**src/rtl/dram_seq_pkg.sv**
```systemverilog
package dram_seq_pkg;
  localparam int BANK_W = 2;
  localparam int ROW_W  = 13;
  localparam int COL_W  = 10;
  localparam int ADDR_W = BANK_W + ROW_W + COL_W;
  localparam int PIN_W  = ROW_W;

  typedef enum logic [2:0] {
    CMD_NOP = 3'd0,
    CMD_ACT = 3'd1,
    CMD_RD  = 3'd2,
    CMD_WR  = 3'd3,
    CMD_PRE = 3'd4
  } cmd_e;

  typedef struct packed {
    logic [BANK_W-1:0] bank;
    logic [ROW_W-1:0]  row;
    logic [COL_W-1:0]  col;
  } dram_loc_t;

  // flat address -> bank/row/column (bank in the top bits)
  function automatic dram_loc_t split_addr(input logic [ADDR_W-1:0] a);
    return dram_loc_t'(a);
  endfunction

  // {ras_n, cas_n, we_n} for each command
  function automatic logic [2:0] cmd_pins(input cmd_e c);
    case (c)
      CMD_ACT: return 3'b011;
      CMD_RD:  return 3'b101;
      CMD_WR:  return 3'b100;
      CMD_PRE: return 3'b010;
      default: return 3'b111;
    endcase
  endfunction

  // column onto the address pins, upper bits (incl. auto-close bit) zero
  function automatic logic [PIN_W-1:0] col_to_pins(input logic [COL_W-1:0] c);
    return {{(PIN_W-COL_W){1'b0}}, c};
  endfunction

  function automatic int max_of(input int a, input int b);
    return (a > b) ? a : b;
  endfunction
endpackage

```
**src/rtl/dram_gap_timer.sv**
```systemverilog
module dram_gap_timer #(
  parameter int W = 3
) (
  input  logic         clk,
  input  logic         rst_n,
  input  logic         load,
  input  logic [W-1:0] load_val,
  output logic         busy
);
  logic [W-1:0] cnt;

  always_ff @(posedge clk) begin
    if (!rst_n)          cnt <= '0;
    else if (load)       cnt <= load_val;
    else if (cnt != '0)  cnt <= cnt - 1'b1;
  end

  assign busy = (cnt != '0);
endmodule

```
**src/rtl/dram_pin_driver.sv**
```systemverilog
module dram_pin_driver
  import dram_seq_pkg::*;
(
  input  logic              clk,
  input  logic              rst_n,
  input  cmd_e              cmd,
  input  logic [BANK_W-1:0] ba_in,
  input  logic [PIN_W-1:0]  addr_in,
  output logic              cs_n,
  output logic              ras_n,
  output logic              cas_n,
  output logic              we_n,
  output logic [BANK_W-1:0] ba,
  output logic [PIN_W-1:0]  addr
);
  always_ff @(posedge clk) begin
    if (!rst_n) begin
      {ras_n, cas_n, we_n} <= 3'b111;
      ba   <= '0;
      addr <= '0;
    end else begin
      {ras_n, cas_n, we_n} <= cmd_pins(cmd);
      ba   <= ba_in;
      addr <= addr_in;
    end
  end

  // single rank: always selected, idle code carries the no-command cycles
  assign cs_n = 1'b0;
endmodule

```
**src/rtl/dram_seq_ctrl.sv**
```systemverilog
module dram_seq_ctrl
  import dram_seq_pkg::*;
#(
  parameter int T_RCD = 3,
  parameter int T_CCD = 4,
  parameter int T_CP  = 6,
  parameter int T_RP  = 3,
  parameter int TW    = 3
) (
  input  logic              clk,
  input  logic              rst_n,
  input  logic              req_valid,
  input  logic              req_write,
  input  logic [ADDR_W-1:0] req_addr,
  output logic              req_ready,
  input  logic              gap_busy,
  input  logic              pre_busy,
  output logic              gap_load,
  output logic [TW-1:0]     gap_val,
  output logic              pre_load,
  output cmd_e              nxt_cmd,
  output logic [BANK_W-1:0] nxt_ba,
  output logic [PIN_W-1:0]  nxt_addr,
  output logic              ev_act,
  output logic              ev_col,
  output logic              ev_pre,
  output logic              row_open
);
  logic              pend_v, pend_wr;
  dram_loc_t         pend_loc;
  logic [BANK_W-1:0] open_bank;
  logic [ROW_W-1:0]  open_row;

  logic      take, cur_v, cur_wr, hit;
  dram_loc_t cur_loc;

  assign req_ready = !pend_v && !gap_busy;
  assign take      = req_valid && req_ready;
  assign cur_v     = pend_v || take;
  assign cur_wr    = pend_v ? pend_wr  : req_write;
  assign cur_loc   = pend_v ? pend_loc : split_addr(req_addr);
  assign hit       = row_open && (cur_loc.bank == open_bank) && (cur_loc.row == open_row);

  always_comb begin
    nxt_cmd  = CMD_NOP;
    nxt_ba   = '0;
    nxt_addr = '0;
    gap_load = 1'b0;
    gap_val  = '0;
    pre_load = 1'b0;
    if (!gap_busy) begin
      if (cur_v) begin
        if (hit) begin
          nxt_cmd  = cur_wr ? CMD_WR : CMD_RD;
          nxt_ba   = cur_loc.bank;
          nxt_addr = col_to_pins(cur_loc.col);
          gap_load = 1'b1;
          gap_val  = TW'(T_CCD - 1);
          pre_load = 1'b1;
        end else if (row_open) begin
          if (!pre_busy) begin
            nxt_cmd  = CMD_PRE;
            nxt_ba   = open_bank;
            gap_load = 1'b1;
            gap_val  = TW'(T_RP - 1);
          end
        end else begin
          nxt_cmd  = CMD_ACT;
          nxt_ba   = cur_loc.bank;
          nxt_addr = cur_loc.row;
          gap_load = 1'b1;
          gap_val  = TW'(T_RCD - 1);
        end
      end else if (row_open && !pre_busy) begin
        nxt_cmd  = CMD_PRE;
        nxt_ba   = open_bank;
        gap_load = 1'b1;
        gap_val  = TW'(T_RP - 1);
      end
    end
  end

  assign ev_act = (nxt_cmd == CMD_ACT);
  assign ev_pre = (nxt_cmd == CMD_PRE);
  assign ev_col = (nxt_cmd == CMD_RD) || (nxt_cmd == CMD_WR);

  always_ff @(posedge clk) begin
    if (!rst_n) begin
      pend_v    <= 1'b0;
      pend_wr   <= 1'b0;
      pend_loc  <= '0;
      row_open  <= 1'b0;
      open_bank <= '0;
      open_row  <= '0;
    end else begin
      if (take && !ev_col) begin
        pend_v   <= 1'b1;
        pend_wr  <= req_write;
        pend_loc <= split_addr(req_addr);
      end else if (pend_v && ev_col) begin
        pend_v <= 1'b0;
      end
      if (ev_act) begin
        row_open  <= 1'b1;
        open_bank <= cur_loc.bank;
        open_row  <= cur_loc.row;
      end else if (ev_pre) begin
        row_open <= 1'b0;
      end
    end
  end
endmodule

```
**src/rtl/dram_row_seq.sv**
```systemverilog
module dram_row_seq
  import dram_seq_pkg::*;
#(
  parameter int T_RCD = 3,
  parameter int T_CCD = 4,
  parameter int T_CP  = 6,
  parameter int T_RP  = 3
) (
  input  logic              clk,
  input  logic              rst_n,
  input  logic              req_valid,
  input  logic              req_write,
  input  logic [ADDR_W-1:0] req_addr,
  output logic              req_ready,
  output logic              cmd_cs_n,
  output logic              cmd_ras_n,
  output logic              cmd_cas_n,
  output logic              cmd_we_n,
  output logic [BANK_W-1:0] cmd_ba,
  output logic [PIN_W-1:0]  cmd_addr
);
  localparam int TMAX = max_of(max_of(T_RCD, T_CCD), max_of(T_CP, T_RP));
  localparam int TW   = $clog2(TMAX + 1);

  logic              gap_busy, pre_busy, gap_load, pre_load;
  logic [TW-1:0]     gap_val;
  cmd_e              nxt_cmd;
  logic [BANK_W-1:0] nxt_ba;
  logic [PIN_W-1:0]  nxt_addr;
  // named internal events, observed by the bound checker
  logic              ev_act, ev_col, ev_pre, row_open;

  dram_seq_ctrl #(
    .T_RCD(T_RCD), .T_CCD(T_CCD), .T_CP(T_CP), .T_RP(T_RP), .TW(TW)
  ) u_ctrl (
    .clk(clk), .rst_n(rst_n),
    .req_valid(req_valid), .req_write(req_write), .req_addr(req_addr),
    .req_ready(req_ready),
    .gap_busy(gap_busy), .pre_busy(pre_busy),
    .gap_load(gap_load), .gap_val(gap_val), .pre_load(pre_load),
    .nxt_cmd(nxt_cmd), .nxt_ba(nxt_ba), .nxt_addr(nxt_addr),
    .ev_act(ev_act), .ev_col(ev_col), .ev_pre(ev_pre), .row_open(row_open)
  );

  dram_gap_timer #(.W(TW)) u_gap (
    .clk(clk), .rst_n(rst_n), .load(gap_load), .load_val(gap_val), .busy(gap_busy)
  );

  dram_gap_timer #(.W(TW)) u_pre (
    .clk(clk), .rst_n(rst_n), .load(pre_load), .load_val(TW'(T_CP - 1)), .busy(pre_busy)
  );

  dram_pin_driver u_pins (
    .clk(clk), .rst_n(rst_n),
    .cmd(nxt_cmd), .ba_in(nxt_ba), .addr_in(nxt_addr),
    .cs_n(cmd_cs_n), .ras_n(cmd_ras_n), .cas_n(cmd_cas_n), .we_n(cmd_we_n),
    .ba(cmd_ba), .addr(cmd_addr)
  );
endmodule

```
**config.mk**
```make
export PLATFORM = sky130hd
export DESIGN_NAME = dram_row_seq
export DESIGN_NICKNAME = d
export VERILOG_FILES = /design/src/rtl/dram_seq_pkg.sv /design/src/rtl/dram_gap_timer.sv /design/src/rtl/dram_pin_driver.sv /design/src/rtl/dram_seq_ctrl.sv /design/src/rtl/dram_row_seq.sv
export SDC_FILE = /design/constraint.sdc
export NUM_CORES = 1
export LEC_CHECK = 0
export BUFFER_PORTS_ARGS = -buffer_cell sky130_fd_sc_hd__buf_2
export CAP_MARGIN = 20
export CORE_UTILIZATION = 45
export CTS_BUF_LIST = sky130_fd_sc_hd__clkbuf_16
export DETAILED_ROUTE_END_ITERATION = 12
export HOLD_SLACK_MARGIN = 0.08
export PLACE_DENSITY_LB_ADDON = 0.25
export RECOVER_POWER = 50
export REMOVE_ABC_BUFFERS = 1
export SYNTH_ARGS = -nofsm -noshare
export SYNTH_HDL_FRONTEND = slang
export SYNTH_HIERARCHICAL = 1
export SYNTH_SLANG_ARGS = --single-unit
```
**constraint.sdc**
```tcl
create_clock -name clk -period 3.5 [get_ports clk]
set_input_delay 0.175 -clock clk [delete_from_list [all_inputs] [get_ports clk]]
set_output_delay 0.175 -clock clk [all_outputs]
set_load 0.05 [all_outputs]
```
# [Word-level counts from Yosys, hierarchy flattened]
# Index checks and enable logic that the tools add are counted.
[word_totals] register_bits=67 out_inout_bits=20 input_bits=29
[op_classes] eq_ne=6 n_addsub=2 bitwise=2 mux=40 n_reduce_logical=23
[ops] op="3-bit two-way mux" n=13
[ops] op="25-bit two-way mux" n=1
[ops] op="10-bit two-way mux" n=2
[ops] op="2-bit two-way mux" n=8
[ops] op="1-bit two-way mux" n=15
[ops] op="13-bit equality test" n=1
[ops] op="3-bit case mux with 4 select lines" n=1
[ops] op="2-bit nonzero test" n=4
[ops] op="1-bit logical AND" n=7
[ops] op="3-bit by 2-bit equality test with 1-bit output (second input constant)" n=2
[ops] op="3-bit nonzero test" n=2
[ops] op="3-bit by 1-bit subtractor with 3-bit output (second input constant)" n=2
[ops] op="5-bit OR reduction" n=1
[ops] op="1-bit zero test" n=4
[ops] op="2-bit OR reduction" n=2
[ops] op="3-bit by 1-bit equality test with 1-bit output (second input constant)" n=1
[ops] op="3-bit equality test (second input constant)" n=1
[ops] op="3-bit OR reduction" n=1
[ops] op="2-bit equality test" n=1
[ops] op="1-bit logical OR" n=2
[ops] op="1-bit inverter" n=2

# [Longest topological paths before layout]
# Gate-level depths: netlist (run 1).
[depth] depth_word=12 ltp_mapped=12 ltp_nobuf=10

# [Modules after synthesis]
# The synthesis (run 1) kept the hierarchy.
[by_module_without_submodules] mod="dram_seq_ctrl" instances=1 area_each_um2=2326.0 cells_each=281
[by_module_without_submodules] mod="dram_pin_driver" instances=1 area_each_um2=536.8 cells_each=42
[by_module_without_submodules] mod="dram_gap_timer" instances=2 area_each_um2=201.4 cells_each=21
[by_module_without_submodules] mod="dram_row_seq" instances=1 area_each_um2=7.5 cells_each=2

# [Worst setup path after synthesis (run 1)]
# Ideal clock, no wire load.
[synth_timing] path_kind="register -> register" startpoint="register u_gap.cnt[0]" endpoint="register u_ctrl/pend_loc[10] in the netlist's numbering" path_slack_ns=0.887 path_buffers=3 stages_incl_launch_ff=11 required_time_ns=3.430 arrival_ns=2.542 path_cell_list="dfxtp_1 > inv_1 > ha_1 > nand2b_1 > clkbuf_1 > nor2_1 > and2_1 > clkbuf_1 > buf_1 > nand3_1 > a21oi_1"
[synth_between] elab_chain_len=11 elab_cells_between_ends=12 classes_between="eq/ne: 2; mux: 2; reduce/logical: 8"
[synth_rtl] item="start: declaration" line="dram_gap_timer.sv:10" rtl="logic [W-1:0] cnt;"
[synth_rtl] item="start signal: assignment" line="dram_gap_timer.sv:14" rtl="else if (load) cnt <= load_val;"
[synth_rtl] item="start signal: assignment" line="dram_gap_timer.sv:15" rtl="else if (cnt != '0) cnt <= cnt - 1'b1;"
[synth_rtl] item="3-bit nonzero test *" line="dram_gap_timer.sv:18" rtl="assign busy = (cnt != '0);"
[synth_rtl] item="net gap_busy" line="dram_row_seq.sv:25" rtl="logic gap_busy, pre_busy, gap_load, pre_load;"
[synth_rtl] item="1-bit zero test *" line="dram_seq_ctrl.sv:37" rtl="assign req_ready = !pend_v && !gap_busy;"
[synth_rtl] item="1-bit logical AND *" line="dram_seq_ctrl.sv:37"
[synth_rtl] item="net req_ready" line="dram_row_seq.sv:14" rtl="output logic req_ready,"
[synth_rtl] item="1-bit logical AND *" line="dram_seq_ctrl.sv:38" rtl="assign take = req_valid && req_ready;"
[synth_rtl] item="1-bit logical OR" line="dram_seq_ctrl.sv:39" rtl="assign cur_v = pend_v || take;"
[synth_rtl] item="3-bit two-way mux" line="dram_seq_ctrl.sv:52" rtl="if (cur_v) begin"
[synth_rtl] item="3-bit two-way mux" line="dram_seq_ctrl.sv:51" rtl="if (!gap_busy) begin"
[synth_rtl] item="3-bit by 2-bit equality test with 1-bit output" line="dram_seq_ctrl.sv:85" rtl="assign ev_col = (nxt_cmd == CMD_RD) || (nxt_cmd == CMD_WR);"
[synth_rtl] item="1-bit logical OR" line="dram_seq_ctrl.sv:85"
[synth_rtl] item="1-bit zero test" line="dram_seq_ctrl.sv:96" rtl="if (take && !ev_col) begin"
[synth_rtl] item="1-bit logical AND *" line="dram_seq_ctrl.sv:96"
[synth_rtl] item="end signal: assignment" line="dram_seq_ctrl.sv:99" rtl="pend_loc <= split_addr(req_addr);"
[synth_rtl] item="end: declaration" line="dram_seq_ctrl.sv:30" rtl="dram_loc_t pend_loc;"
# Mark *: on every way through the listed nets, which the timed path passes. The rest lies on a longest branch.
# A chain may end at the register's enable or synchronous reset.

# [Worst setup path in the final report (run 1)]
[layout_timing] startpoint="register u_ctrl.pend_v" endpoint="register u_pre.cnt[1]"
[layout_between] elab_chain_len=8 elab_cells_between_ends=13 classes_between="eq/ne: 2; mux: 4; reduce/logical: 7"
[layout_rtl] item="start: declaration" line="dram_seq_ctrl.sv:29" rtl="logic pend_v, pend_wr;"
[layout_rtl] item="start signal: assignment" line="dram_seq_ctrl.sv:89" rtl="pend_v <= 1'b0;"
[layout_rtl] item="start signal: assignment" line="dram_seq_ctrl.sv:97" rtl="pend_v <= 1'b1;"
[layout_rtl] item="start signal: assignment" line="dram_seq_ctrl.sv:101" rtl="pend_v <= 1'b0;"
[layout_rtl] item="parallel branches: the longest is 5 deep, another holds 25-bit two-way mux"
[layout_rtl] item="1-bit two-way mux *" line="dram_seq_ctrl.sv:52"
[layout_rtl] item="1-bit two-way mux *" line="dram_seq_ctrl.sv:51"
[layout_rtl] item="net pre_load" line="dram_row_seq.sv:25"
[layout_rtl] item="2-bit OR reduction (no line) *"
[layout_rtl] item="end signal: assignment" line="dram_gap_timer.sv:14"
[layout_rtl] item="end signal: assignment" line="dram_gap_timer.sv:15"
[layout_rtl] item="end: declaration" line="dram_gap_timer.sv:10"
# Mark *: on every way through the listed nets, which the timed path passes.

==> flow_summary.ini, run 1 <==
[grt]
first_global_vias = 2449
antenna_found_initial = 0
grt_max_degree = 34
grt_pass1_wl_um = 12000
overflow = 0
grt_use_total = 0.208

[pwr]
p_sw_w = 0.00106
p_comb_frac = 0.344
ir_worst_vdd_uv = 344
pwr-share-seq = 0.345
swShare = 0.354
leakage_nw = 1.41
power_density_mw_per_mm2 = 794
p_int_w = 0.00195
p_clk_frac = 0.311

[floorplanning]
core_area_mm2 = 0.00691
die_w_um = 87.2
io_pins = 49
initial_core_util = 0.473
rows = 30
design.die.area_mm2 = 0.00760
die_h_um = 87.2

[clock_network]
clock_path_buffers = 2
cts_root_buf = clkbuf_16
clock-sinks = 67
cts_buffers = 9
clk_latency_ns = 0.33
cts_tree = done
h-tree-depth = 3
cts.reportedPaths.clkPinSlew_ns = 0.06
holdBufCountCts = 0

[timing]
hold_ws_ns = 0.106
slew_headroom = 0.429
max_freq_mhz = 322
maxSlewViolCount = 0
fin_setup_tns_ns = 0
rsz0062_at_grt = no
fin_crit_ns = 3.10
period_share = 0.887
max_slew.worst_pin.slew_ns = 0.855
setup_viol = 0
clock_skew_ns = 0.00577
hold_violations = 0

[place]
place.gp.congestion = 0.745
post-place-cells = 487
placed_cell_area_mm2 = 0.00351
dp_hpwl_um = 4570
portBuffers = 47

[synth]
syn_area_per_cell_um2 = 8.94
syn-cell-area_mm2 = 0.00326
syn_inst = 365
yosysWarnings = 6

[critical_path]
crit_family = simple AND/OR/NAND/NOR gates
crit_arrival_ns = 3.32
worstSetupEndpointType = flop
max_stage_delay_ns = 0.68
crit_chain = buf_12 > mux2i_2 > xnor2_1 > nor4_2 > nand4_1 > nor3_1 > clkbuf_1 > nor2b_1 > a2111oi_1
critical_path_required_ns = 3.71
path_max_fanout = 16
cpMaxStageDelayCell = dfxtp_2
critPathLaunchType = flop
crit_buf_inv = 2
critical_path_class = reg -> reg

[drt]
drt_iter0_markers = 184
drt_wl_total_um = 7230
ant_nets = 0
dr.pass1.iters = 4
wl_per_cell_um = 14.4
route.detailed.drc = 0
via_count = 2680
drt-vias-per-instance = 5.33

[layout]
post-route-util = 0.549
area_growth_pct = 16.1
antenna_cells = 0
fin_cells = 503
final_area_mm2 = 0.00379
layout.nets = 435
drive_gt1_frac = 0.177

[outcome]
outcome = finished clean

[worst_hold_path]
hold_class = in -> reg

[run]
cap_viol_max_count = 0
flip-flops by register name, summed over array words and instances, names as in the netlist:
signal            flops
u_pins/we_n           1
u_ctrl/pend_wr        1
u_pre/cnt             3
u_pins/cas_n          1
u_gap/cnt             3
u_pins/ras_n          1
u_ctrl/pend_v         1
u_ctrl/row_open       1
u_pins/ba             2
u_pins/addr          13
u_ctrl/open_bank      2
u_ctrl/pend_loc      25
u_ctrl/open_row      13
worst paths after layout:
| kind | startpoint | end | slack [ns] | depth (start not counted) |
|---|---|---|---|---|
| worst max-delay path | u_ctrl/pend_v | u_pre/cnt[1] | 0.40 | 9 |
| worst min register to register | u_ctrl/open_row[9] | u_ctrl/open_row[9] | 0.47 | 2 |
| worst min-delay path | req_addr[16] | u_ctrl/pend_loc[16] | 0.11 | 3 |
| worst max register to register | u_ctrl/pend_v | u_pre/cnt[1] | 0.40 | 9 |
tightest hold or removal path, cell delays in order:
cell,delay [ns]
buf_2,0.10
nand3_1,0.06
a21oi_1,0.05
area by class of cell:
| cell class | count | area (um^2) |
|---|---|---|
| timing repair buffer | 54 | 267 |
| multi-input combinational | 261 | 1720 |
| sequential | 67 | 1340 |
| tap | 96 | 120 |
| inverter | 9 | 33.8 |
| fill | 669 | 3120 |
| clock buffer | 9 | 225 |
| clock inverter | 7 | 83.8 |
metrics by stage:
| stage | total power (W) | setup slack, ns |
|---|---|---|
| global placement | 0.00207 | 0.440 |
| global route | 0.00320 | 0.112 |
| CTS | 0.00304 | 0.275 |
| floorplan | 0.00183 | -0.325 |
| detailed placement | 0.00210 | 0.296 |
| finish | 0.00301 | 0.396 |
placed cells by master (no fill, tap or decap), drive strengths merged, types with 12 or more instances in the layout:
cell type and instances:
clkbuf 31, o21ai 39, buf 32, and2 17, nand3 26, nand2 13, mux2i 25, nand2b 12
a21oi 45, dfxtp 67
power groups by stage:
stage,registers [W],logic [W],clock network [W]
floorplan,0.00113,0.000702,0
global placement,0.00105,0.00102,0
detailed placement,0.00105,0.00105,0
CTS,0.00104,0.00105,0.000947
global route,0.00106,0.00115,0.000984
finish,0.00104,0.00104,0.000936
repair_timing:
item / in CTS / in global routing
setup buffers: 0 / 0
endpoints found under the setup margin: 0 / 2
gates resized for setup: 0 / 1
per-layer routing:
metal  wire [um]  vias to the layer above  global-route usage
met1        3390                     1264               0.267
li1            -                     1341                   -
met4         110                        0              0.0835
met3         299                        9              0.0417
met2        3430                       66               0.344
met5           0                        -                   0
Note: power is estimated with default switching activity, not from simulation.
==> inputs of run 2 (changes only) <==
--- a/config.mk
+++ b/config.mk
@@ -11,7 +11,7 @@
 export CTS_BUF_LIST = sky130_fd_sc_hd__clkbuf_16
 export DETAILED_ROUTE_END_ITERATION = 12
 export HOLD_SLACK_MARGIN = 0.08
-export PLACE_DENSITY_LB_ADDON = 0.25
+export PLACE_DENSITY = 0.65
 export RECOVER_POWER = 50
 export REMOVE_ABC_BUFFERS = 1
 export SYNTH_ARGS = -nofsm -noshare
==> flow_summary.ini, run 2 (synthesis gave the netlist of run 1 again) <==
[drt]
ant_nets = 0
drt_wl_total_um = 7440
via_count = 2718
wl_per_cell_um = 14.7
drt-vias-per-instance = 5.38
drt_iter0_markers = 125
dr.pass1.iters = 5
route.detailed.drc = 0

[layout]
post-route-util = 0.542
layout_common_cells = 66 x dfxtp_1, 45 x a21oi_1, 29 x o21ai_0
reg.largest.list = u_ctrl/pend_loc (25), u_ctrl/open_row (13), u_pins/addr (13)
largest_register_ffs = 25
drive_gt1_frac = 0.178
antenna_cells = 0
layout.nets = 437
final_common_cell = dfxtp_1
area_growth_pct = 14.6
largest_register = u_ctrl/pend_loc

[timing]
hold_violations = 0
clock_skew_ns = 0.00561
setup_viol = 0
hold_ws_ns = 0.104
maxSlewViolCount = 0
max_freq_mhz = 329
period_share = 0.868
max_slew.worst_pin.slew_ns = 0.901
rsz0062_at_grt = no
fin_crit_ns = 3.04
slew_headroom = 0.398

[critical_path]
crit_chain = buf_4 > mux2i_2 > xnor2_1 > nor4_2 > nand4_2 > a21o_1 > a21oi_1 > nor2b_1 > a2111oi_1
critical_path_class = reg -> reg
critPathLaunchType = flop
crit_family = compound AO/OA/AOI/OAI gates
cpMaxStageDelayCell = dfxtp_4
crit_buf_inv = 1
path_max_fanout = 18
r2r_start = u_ctrl/pend_v
critical_path_required_ns = 3.69
worstSetupEndpointType = flop
crit_arrival_ns = 3.23
reg2reg_depth = 9
rrSetupSlack_ns = 0.46
max_stage_delay_ns = 0.56
timing.rr.end = u_gap/cnt[1]

[clock_network]
clk_latency_ns = 0.33
cts_tree = done
cts.reportedPaths.clkPinSlew_ns = 0.05
cts_buffers = 9
h-tree-depth = 3
clock_path_buffers = 2
cts_root_buf = clkbuf_16
clock-sinks = 67

[floorplanning]
die_w_um = 87.2
rows = 30
die_h_um = 87.2
initial_core_util = 0.473
core_area_mm2 = 0.00691
design.die.area_mm2 = 0.00760
io_pins = 49

[pwr]
p_total_w = 0.00287
ir_worst_vdd_uv = 310
power_density_mw_per_mm2 = 766
leakage_nw = 1.39

[run]
cap_viol_max_count = 0

[outcome]
outcome = finished clean

[place]
portBuffers = 47
place.gp.congestion = 0.826
dp_hpwl_um = 4550

[grt]
grt_use_total = 0.212
overflow = 0
grt_pass1_wl_um = 12200
first_global_vias = 2551
grt_max_degree = 37
antenna_found_initial = 0

[worst_hold_path]
min_to = u_ctrl/pend_loc[2]
min_from = req_addr[2]
hold_path_depth = 3
hold_class = in -> reg
==> run 2: worst max-delay path by stage <==
stage	startpoint	end	slack (ns)	depth (start not counted)
after floorplan	u_ctrl/pend_v	u_gap/cnt[0]	-0.32	8
after global placement	u_ctrl/pend_v	u_gap/cnt[1]	0.44	9
after detailed placement	u_ctrl/pend_v	u_gap/cnt[0]	0.32	9
after CTS	u_ctrl/pend_v	u_gap/cnt[1]	0.25	9
after global routing	u_ctrl/pend_v	u_gap/cnt[1]	0.14	9
final	u_ctrl/pend_v	u_gap/cnt[1]	0.46	9
==> run 2: worst min-delay path, delay by kind of cell <==
family,cells,cell delay (ns)
buffers and inverters,1,0.10
AO/OA/AOI/OAI,1,0.05
AND/OR/NAND/NOR,1,0.05
==> run 2: power breakdown <==
| group | switching, W | internal, W | total [W] |
|---|---|---|---|
| sequential | 0.000122 | 0.000923 | 0.00105 |
| clock | 0.000323 | 0.000468 | 0.000791 |
| combinational | 0.000623 | 0.000408 | 0.00103 |
| total | 0.00107 | 0.00180 | 0.00287 |
==> run 2: layout make-up <==
cell class              count  area (um^2)
clock buffers               9          225
clock inverters             7         35.0
fillers                   669         3160
inverters                   9         33.8
multi-input cells         261         1710
flip-flops and latches     67         1350
well taps                  96          120
repair buffers             56          269
==> run 2: timing repair <==
item / 4_1_cts / 5_1_grt
setup buffers: 0 / 0
setup endpoints to repair: 0 / 2
gates resized for setup: 0 / 1
hold buffers: 0 / 0
==> run 2: metrics by stage <==
step                      instance area, um^2  instances  TNS (ns)  setup WS [ns]
after floorplan                          3090        337    -0.920         -0.325
after global placement                   3510        489         0          0.443
after detailed placement                 3510        489         0          0.324
after CTS                                3770        505         0          0.249
after global routing                     3740        505         0          0.145
final                                    3740        505         0          0.461
==> run 2: metal layers <==
layer	global-route usage	routed length, um	vias to the layer above
met1	0.268	3410	1287
li1	-	-	1349
met5	0	0	-
met3	0.0389	370	13
met4	0.110	144	0
met2	0.344	3510	69
==> inputs of run 3 (changes only) <==
--- a/config.mk
+++ b/config.mk
@@ -11,7 +11,7 @@
 export CTS_BUF_LIST = sky130_fd_sc_hd__clkbuf_16
 export DETAILED_ROUTE_END_ITERATION = 12
 export HOLD_SLACK_MARGIN = 0.08
-export PLACE_DENSITY = 0.65
+export PLACE_DENSITY = 0.67
 export RECOVER_POWER = 50
 export REMOVE_ABC_BUFFERS = 1
 export SYNTH_ARGS = -nofsm -noshare
==> flow_summary.ini, run 3 (synthesis gave the netlist of run 1 again) <==
[outcome]
outcome = finished clean

[timing]
max_slew.worst_pin.slew_ns = 0.839
maxSlewViolCount = 0
slew_headroom = 0.439
clock_skew_ns = 0.00536
setup_viol = 0
period_share = 0.908
rsz0062_at_grt = no
max_freq_mhz = 315
fin_crit_ns = 3.18
hold_violations = 0

[grt]
overflow = 0
first_global_vias = 2461
grt_max_degree = 34
antenna_found_initial = 0
grt_pass1_wl_um = 11600
grt_use_total = 0.202

[critical_path]
critPathLaunchType = flop
critical_path_class = reg -> reg
critical_path_required_ns = 3.70
crit_family = compound AO/OA/AOI/OAI gates
worstSetupEndpointType = flop
max_stage_delay_ns = 0.56
path_max_fanout = 15
crit_buf_inv = 1
cp-startpoint = u_ctrl/pend_v
cpMaxStageDelayCell = dfxtp_2
crit_chain = buf_12 > mux2_1 > xor2_1 > nor4_2 > nand4_2 > a21o_1 > a21oi_1 > nor4b_1 > a2111oi_1
r2r_start = u_ctrl/pend_v
crit_arrival_ns = 3.38

[clock_network]
cts_root_buf = clkbuf_16
cts_tree = done
post_cts_resized = 0
holdBufCountCts = 0
h-tree-depth = 3
clock-sinks = 67
cts_buffers = 9
cts.reportedPaths.clkPinSlew_ns = 0.05
clk_latency_ns = 0.33
clock_path_buffers = 2
post_cts_buffers = 0

[place]
post-place-cells = 488
dp_hpwl_um = 4550
place.gp.congestion = 0.749
portBuffers = 47

[drt]
drt_wl_total_um = 7070
via_count = 2645
ant_nets = 0
drt_iter0_markers = 147
wl_per_cell_um = 14.0
drt-vias-per-instance = 5.25
dr.pass1.iters = 5
route.detailed.drc = 0

[floorplanning]
die_h_um = 87.2
core_area_mm2 = 0.00691
die_w_um = 87.2
design.die.area_mm2 = 0.00760
rows = 30
initial_core_util = 0.473
io_pins = 49

[layout]
fin_cells = 504
largest_register = u_ctrl/pend_loc
largest_register_ffs = 25
reg.largest.list = u_ctrl/pend_loc (25), u_ctrl/open_row (13), u_pins/addr (13)
post-route-util = 0.546
layout_common_cells = 66 x dfxtp_1, 45 x a21oi_1, 29 x o21ai_0
area_growth_pct = 15.6
antenna_cells = 0
drive_gt1_frac = 0.176
layout.nets = 436
final_common_cell = dfxtp_1

[worst_hold_path]
min_from = req_addr[22]
hold_class = in -> reg

[pwr]
ir_worst_vdd_uv = 377
leakage_nw = 1.40
power_density_mw_per_mm2 = 776

[run]
cap_viol_max_count = 0
run 3: changes by cell type in the layout (fill, tap and decap cells not counted), sizes merged:
cell,before,now
clkinvlp,0,1
clkbuf,31,30
clkinv,8,6
bufinv,0,1
run 3: worst register-to-register path, cell delays in order (launching register included):
cell,delay (ns)
dfxtp_2,0.56
buf_12,0.23
mux2_1,0.37
xor2_1,0.16
nor4_2,0.28
nand4_2,0.16
a21o_1,0.20
a21oi_1,0.53
nor4b_1,0.13
a2111oi_1,0.42
run 3: power by group:
part | internal [W] | switching, W | total [W]
combinational | 0.000412 | 0.000624 | 0.00104
sequential | 0.000922 | 0.000110 | 0.00103
clock | 0.000541 | 0.000319 | 0.000860
total | 0.00187 | 0.00105 | 0.00293
run 3: routing by layer:
metal / GRT usage / part of all wire / vias up
met3: 0.0588 / 0.047 / 5
met4: 0.0641 / 0.0072 / 0
met2: 0.336 / 0.49 / 61
li1: - / - / 1344
met5: 0 / 0 / -
met1: 0.250 / 0.46 / 1235
run 3: final cells by class:
cell class,instances,area (um^2)
fillers,675,3130
multi-input cells,261,1710
flip-flops and latches,67,1340
repair buffers,55,278
clock buffers,9,225
well taps,96,120
clock inverters,7,58.8
inverters,9,33.8
run 3: through the flow:
step / setup slack, ns / cell area [um^2] / power [W] / hold slack [ns] / setup TNS [ns]
2_1_floorplan: -0.325 / 3090 / 0.00183 / 0.255 / -0.920
3_3_place_gp: 0.549 / 3520 / 0.00207 / 0.442 / 0
3_5_place_dp: 0.450 / 3520 / 0.00209 / 0.448 / 0
4_1_cts: 0.358 / 3800 / 0.00296 / 0.102 / 0
5_1_grt: 0.0279 / 3770 / 0.00311 / 0.102 / 0
6_report: 0.323 / 3770 / 0.00293 / 0.107 / 0
run 3: path summary, 6_finish.rpt:
check | to | slack, ns | cells past startpoint
setup / recovery | u_gap/cnt[1] | 0.32 | 9
hold / removal | u_ctrl/pend_loc[22] | 0.11 | 3
setup reg to reg | u_gap/cnt[1] | 0.32 | 9
hold reg to reg | u_ctrl/open_row[2] | 0.47 | 2
